`config.mk`:
```
export PLATFORM = sky130hd
export DESIGN_NAME = capq_sequencer
export DESIGN_NICKNAME = d
export VERILOG_FILES = /design/src/rtl/cqs_pkg.sv /design/src/rtl/cqs_fifo.sv /design/src/rtl/cqs_admit.sv /design/src/rtl/cqs_ctrl.sv /design/src/rtl/capq_sequencer.sv
export SDC_FILE = /design/constraint.sdc
export NUM_CORES = 1
export LEC_CHECK = 0
export BUFFER_PORTS_ARGS = -buffer_cell sky130_fd_sc_hd__buf_4
export CORE_ASPECT_RATIO = 0.5
export CORE_MARGIN = 5
export CORE_UTILIZATION = 59
export CTS_BUF_LIST = sky130_fd_sc_hd__clkbuf_16
export DETAILED_ROUTE_END_ITERATION = 7
export GPL_TIMING_DRIVEN = 0
export PLACE_DENSITY_LB_ADDON = 0.2
export SETUP_SLACK_MARGIN = 0.3
export SYNTH_ARGS = -nofsm -noshare
export SYNTH_HDL_FRONTEND = slang
export SYNTH_HIERARCHICAL = 1
export SYNTH_SLANG_ARGS = --single-unit
```
`constraint.sdc`:
```
create_clock -name clk -period 10.45 [get_ports clk]
set_input_delay 2.09 -clock clk [delete_from_list [all_inputs] [get_ports clk]]
set_output_delay 2.09 -clock clk [all_outputs]
set_load 0.01 [all_outputs]
```
`src/rtl/cqs_pkg.sv`:
```
package cqs_pkg;

    typedef enum logic [1:0] {
        SQ_IDLE  = 2'd0,
        SQ_ARMED = 2'd1,
        SQ_RUN   = 2'd2,
        SQ_CHECK = 2'd3
    } seq_state_e;

    typedef struct packed {
        logic accept;
        logic reject;
    } admit_t;

    localparam int unsigned SIZE_GRAIN = 16;

    function automatic logic frame_size_ok(logic planar, logic [31:0] area);
        return !planar || ((area % SIZE_GRAIN) == 32'd0);
    endfunction

endpackage

```
`src/rtl/cqs_fifo.sv`:
```
module cqs_fifo #(
    parameter int DEPTH = 8,
    parameter int HW    = 4,
    localparam int CW   = $clog2(DEPTH)
) (
    input  logic          clk,
    input  logic          rst,
    input  logic          push,
    input  logic          pop,
    input  logic [HW-1:0] din,
    output logic [HW-1:0] head,
    output logic [CW:0]   fill
);
    logic [HW-1:0] slots [DEPTH];
    logic [CW-1:0] rd_ptr, wr_ptr;

    function automatic logic [CW-1:0] bump(logic [CW-1:0] p);
        return (p == CW'(DEPTH - 1)) ? '0 : p + CW'(1);
    endfunction

    always_ff @(posedge clk) begin
        if (rst) begin
            rd_ptr <= '0;
            wr_ptr <= '0;
            fill   <= '0;
        end else begin
            if (push) wr_ptr <= bump(wr_ptr);
            if (pop)  rd_ptr <= bump(rd_ptr);
            case ({push, pop})
                2'b10:   fill <= fill + 1'b1;
                2'b01:   fill <= fill - 1'b1;
                default: fill <= fill;
            endcase
        end
    end

    generate
        for (genvar i = 0; i < DEPTH; i++) begin : g_slot
            always_ff @(posedge clk) begin
                if (push && wr_ptr == CW'(i)) slots[i] <= din;
            end
        end
    endgenerate

    assign head = slots[rd_ptr];
endmodule

```
`src/rtl/cqs_admit.sv`:
```
module cqs_admit
    import cqs_pkg::*;
#(
    parameter int DEPTH = 8,
    parameter int DW    = 12,
    localparam int CW   = $clog2(DEPTH)
) (
    input  logic          clk,
    input  logic          rst,
    input  logic          q_valid,
    input  logic          q_planar,
    input  logic [DW-1:0] q_width,
    input  logic [DW-1:0] q_height,
    input  logic [CW:0]   fill,
    output logic          accept,
    output logic          q_ack,
    output logic          q_err
);
    logic [31:0] area;
    admit_t      verdict;

    always_comb begin
        area           = 32'(q_width) * 32'(q_height);
        verdict.accept = q_valid && (fill != (CW+1)'(DEPTH))
                         && frame_size_ok(q_planar, area);
        verdict.reject = q_valid && !verdict.accept;
    end

    assign accept = verdict.accept;

    always_ff @(posedge clk) begin
        if (rst) begin
            q_ack <= 1'b0;
            q_err <= 1'b0;
        end else begin
            q_ack <= verdict.accept;
            q_err <= verdict.reject;
        end
    end
endmodule

```
`src/rtl/cqs_ctrl.sv`:
```
module cqs_ctrl
    import cqs_pkg::*;
#(
    parameter int DEPTH = 8,
    parameter int HW    = 4,
    localparam int CW   = $clog2(DEPTH)
) (
    input  logic          clk,
    input  logic          rst,
    input  logic          push,
    input  logic [HW-1:0] push_handle,
    input  logic [CW:0]   fill,
    input  logic [HW-1:0] head,
    input  logic          frame_end,
    input  logic          dma_end,
    input  logic          dma_halted,
    output logic          pop,
    output logic          cap_en,
    output logic          dma_start,
    output logic [HW-1:0] dma_start_handle,
    output logic          dma_link,
    output logic [HW-1:0] dma_link_handle,
    output logic          done_valid,
    output logic [HW-1:0] done_handle
);
    seq_state_e state, nxt;
    logic       launch;
    logic       has_work;

    assign has_work = (fill != '0);
    assign pop = dma_end && has_work && (state == SQ_RUN || state == SQ_CHECK);

    always_comb begin
        nxt    = state;
        launch = 1'b0;
        unique case (state)
            SQ_IDLE:  if (push) nxt = SQ_ARMED;
            SQ_ARMED: if (frame_end) begin
                          nxt    = SQ_RUN;
                          launch = 1'b1;
                      end
            SQ_RUN:   if (pop) nxt = SQ_CHECK;
            SQ_CHECK: begin
                if (pop) begin
                    nxt = SQ_CHECK;
                end else if (!has_work) begin
                    nxt = push ? SQ_ARMED : SQ_IDLE;
                end else begin
                    nxt    = SQ_RUN;
                    launch = dma_halted;
                end
            end
            default:  nxt = SQ_IDLE;
        endcase
    end

    always_ff @(posedge clk) begin
        if (rst) begin
            state            <= SQ_IDLE;
            cap_en           <= 1'b0;
            dma_start        <= 1'b0;
            dma_start_handle <= '0;
            dma_link         <= 1'b0;
            dma_link_handle  <= '0;
            done_valid       <= 1'b0;
            done_handle      <= '0;
        end else begin
            state            <= nxt;
            cap_en           <= (nxt != SQ_IDLE);
            dma_start        <= launch;
            dma_start_handle <= head;
            dma_link         <= push && has_work;
            dma_link_handle  <= push_handle;
            done_valid       <= pop;
            done_handle      <= head;
        end
    end
endmodule

```
`src/rtl/capq_sequencer.sv`:
```
module capq_sequencer
    import cqs_pkg::*;
#(
    parameter int DEPTH = 8,
    parameter int HW    = 4,
    parameter int DW    = 12,
    localparam int CW   = $clog2(DEPTH)
) (
    input  logic          clk,
    input  logic          rst,
    input  logic          q_valid,
    input  logic [HW-1:0] q_handle,
    input  logic          q_planar,
    input  logic [DW-1:0] q_width,
    input  logic [DW-1:0] q_height,
    output logic          q_ack,
    output logic          q_err,
    input  logic          frame_end,
    input  logic          dma_end,
    input  logic          dma_halted,
    output logic          cap_en,
    output logic          dma_start,
    output logic [HW-1:0] dma_start_handle,
    output logic          dma_link,
    output logic [HW-1:0] dma_link_handle,
    output logic          done_valid,
    output logic [HW-1:0] done_handle
);
    logic          accept;
    logic          pop;
    logic [CW:0]   fill;
    logic [HW-1:0] head;

    cqs_admit #(.DEPTH(DEPTH), .DW(DW)) u_admit (
        .clk(clk), .rst(rst), .q_valid(q_valid), .q_planar(q_planar),
        .q_width(q_width), .q_height(q_height), .fill(fill),
        .accept(accept), .q_ack(q_ack), .q_err(q_err)
    );

    cqs_fifo #(.DEPTH(DEPTH), .HW(HW)) u_fifo (
        .clk(clk), .rst(rst), .push(accept), .pop(pop),
        .din(q_handle), .head(head), .fill(fill)
    );

    cqs_ctrl #(.DEPTH(DEPTH), .HW(HW)) u_ctrl (
        .clk(clk), .rst(rst), .push(accept), .push_handle(q_handle),
        .fill(fill), .head(head), .frame_end(frame_end), .dma_end(dma_end),
        .dma_halted(dma_halted), .pop(pop), .cap_en(cap_en),
        .dma_start(dma_start), .dma_start_handle(dma_start_handle),
        .dma_link(dma_link), .dma_link_handle(dma_link_handle),
        .done_valid(done_valid), .done_handle(done_handle)
    );
endmodule

```
==> flow_summary.yaml <==
place:
  dp_hpwl_um: 3410
  numPortBuffers: 36
  place.gp.congestion: 0.724
sta:
  setup_viol: 0
  fmax_ghz: 0.180
  worst-slew-pin-transition_ns: 0.487
  fin_crit_sh_pct: 53.2
  rsz0062_at_grt: "no"
  hold_slack_ns: 0.535
  maxSlewViolCount: 0
  hold_viol_final: 0
  maxSlewHeadroom_pct: 67.5
  setup_tns_ns: 0
  clock_skew_ns: 0.00490
  min_period_ns: 5.56
die:
  boundaryPins: 53
  row_count: 17
  die_x_um: 106
  fp.dieArea_um2: 6160
  die_y_um: 58.1
  start_util_pct: 61.6
  core_area_um2: 4420
logic_synthesis:
  synth-seq-area-share_pct: 56.5
  synthDistinctLibCells: 43
  syn_inst: 203
  yosys.area.top_type: "edfxtp_1"
  ys_warn_count: 6
  ys_ff_latch: 61
  synth_ff_type: "edfxtp_1"
  syn_nets: 253
  synth_edf_count: 32
  synth_area_leaders: "edfxtp_1 35%, dfxtp_1 21%, mux4_1 7.7%, ha_1 6.9%, nor2b_1 2.5%"
  avgSynthCellArea_um2: 13.4
  syn_area_um2: 2730
  async_flop_share_pct: 0
  synth_top_area_share_pct: 35.2
global_routing:
  grtUsageMet1_pct: 19.8
  grt_use_total_pct: 18.2
  gr-total-overflow: 0
  antenna_found_initial: 0
  top_usage_layer: "met2"
  grt_start_max_net_pins: 16
  grt_pass1_vias: 1783
  use_met3_pct: 6.67
  grt.met2_usage_pct: 32.6
  grt_pass1_wl_um: 8400
worst_setup_path:
  crit_type: "input port to flip-flop"
  reg2reg_slack_ns: 7.26
  r2r_cells: 11
  regToRegStartpoint: "u_fifo/fill[1]$_SDFFE_PP0P_"
  crit_slowest_cell: "nand2_1"
  cp.required_ns: 10.66
  worstPathCellList: "buf_4, and2_1, ha_1, ha_1, ha_1, a211o_2, nor3b_1, mux2i_1, nand2_1, inv_1, ha_1, buf_4, nor4b_1, o21ai_0, o31ai_1, mux2_2"
  critPathMaxFanout: 15
  cp_data_arrival_time_ns: 5.77
  path_delay_family: "adder cells"
  critPathBufInv: 3
  worstReg2RegEnd: "u_fifo/fill[3]$_SDFFE_PP0P_"
  cp-start-kind: "input port"
  setup.worst_path.end_class: "flip-flop"
  cp_common_cell: "ha_1"
  max_stage_delay_ns: 0.36
power:
  power_density_nw_per_um2: 191
  p_leak_nw: 1.41
  ir_worst_vdd_mv: 0.0937
final_layout:
  layout_common_cells: "41 x buf_4, 32 x edfxtp_1, 29 x dfxtp_1"
  drive_above_1_share_pct: 29.0
  num-nets-final: 300
  layout_commonest_cell: "buf_4"
  area_growth_pct: 25.0
  diodes: 0
detailed_routing:
  wl_per_cell_um: 15.7
  first_pass_iters: 5
  drt-initial-drc-count: 86
  wl_um: 4900
  route.vias.total: 1712
  antenna_left: 0
  vias_per_cell: 5.49
  drc: 0
clock_tree:
  post_cts_resized: 0
  cts.sinks: 61
  cts_root_buffer: "clkbuf_16"
  holdBufCountCts: 0
  htreeDepth: 3
  post_cts_buffers: 0
  numCtsBuffers: 9
  cts_max_path_buffers: 2
  tritoncts: "done"
  clock_latency_ns: 0.32
  clk_pin_slew_worst_paths_ns: 0.05
min_path:
  min_delay_path_depth: 2
  min_from: "u_ctrl/state[0]$_SDFF_PP0_"
  holdPathEnd: "u_ctrl/dma_start$_SDFF_PP0_"
  hold_class: "flip-flop to flip-flop"
job:
  cap_violations: 0
run_status:
  outcome: "completed"
-- cell type report --
cell class | instances | area [um2]
Multi-Input combinational cell | 125 | 1090
Tap cell | 57 | 71.3
Fill cell | 277 | 1020
Sequential cell | 61 | 1540
Clock buffer | 9 | 225
Timing Repair Buffer | 36 | 270
Buffer | 10 | 65.1
Inverter | 7 | 26.3
Clock inverter | 7 | 115
-- cells in the mapped netlist, types with 2 or more instances --
library cell and instances:
a21oi_1 9, and2_1 5, and2_2 2, and3_1 6, buf_4 5, clkbuf_1 3, dfxtp_1 29, edfxtp_1 32
ha_1 15, inv_1 7, mux2_2 5, mux2i_1 4, mux4_1 8, nand2_1 8, nand2b_1 4, nor2_1 12
nor2b_1 11, nor3_1 6, nor3b_1 2, o21ai_0 3, xnor2_1 3, xor2_1 3
-- report_power, final --
part           leakage (nW)  internal, W  switching (W)
Sequential            0.527     0.000261     0.00000613
Combinational         0.715    0.0000284      0.0000266
Clock                 0.167     0.000231      0.0000986
-- worst max path at each step --
| stage | startpoint | end | depth (start not counted) |
|---|---|---|---|
| after floorplan | q_height[2] | u_fifo/fill[3]$_SDFFE_PP0P_ | 15 |
| after global placement | q_height[2] | u_fifo/fill[3]$_SDFFE_PP0P_ | 16 |
| after detailed placement | q_height[2] | u_fifo/fill[3]$_SDFFE_PP0P_ | 16 |
| after CTS | q_height[2] | u_fifo/fill[3]$_SDFFE_PP0P_ | 16 |
| after global routing | q_height[2] | u_fifo/fill[2]$_SDFFE_PP0P_ | 18 |
| final | q_height[2] | u_fifo/fill[3]$_SDFFE_PP0P_ | 16 |
-- metal layers --
| layer | wire, um | up-vias |
|---|---|---|
| met5 | 0 | - |
| met4 | 57 | 0 |
| met3 | 331 | 6 |
| met2 | 2550 | 49 |
| met1 | 1960 | 821 |
| li1 | - | 836 |
-- flip-flops by register name, indices dropped and copies added (netlist names), 2 cells and up, named ones only --
| name | flops |
|---|---|
| u_fifo/wr_ptr | 3 |
| u_ctrl/state | 2 |
| u_fifo/slots | 32 |
| u_fifo/fill | 4 |
| u_fifo/rd_ptr | 3 |
| u_ctrl/dma_link_handle | 4 |
| u_ctrl/done_handle | 4 |
-- tightest hold or removal path, cell delays in order, from the launching register on --
cell,delay (ns)
dfxtp_1,0.36
nand2b_1,0.09
a21oi_1,0.04
-- stage by stage --
step | std cells | power, W | setup WS [ns] | cell area (um2) | util, %
finish | 312 | 0.000652 | 4.89 | 3410 | 77.0
global route | 312 | 0.000680 | 4.54 | 3410 | 77.0
detailed placement | 296 | 0.000327 | 4.60 | 3070 | 69.3
CTS | 312 | 0.000660 | 4.89 | 3410 | 77.0
global placement | 296 | 0.000324 | 4.72 | 3070 | 69.3
floorplan | 203 | 0.000304 | 5.09 | 2730 | -
-- kinds of logic after synthesis --
group,count (synthesis),synth area share [%]
compound gates,17,4.36
xor+xnor,8,3.12
mux,17,11.2
buf+inv,17,3.35
simple gates,68,14.5
flops,61,56.5
fa+ha+maj,15,6.88
Power figures use the tool's default switching activity.
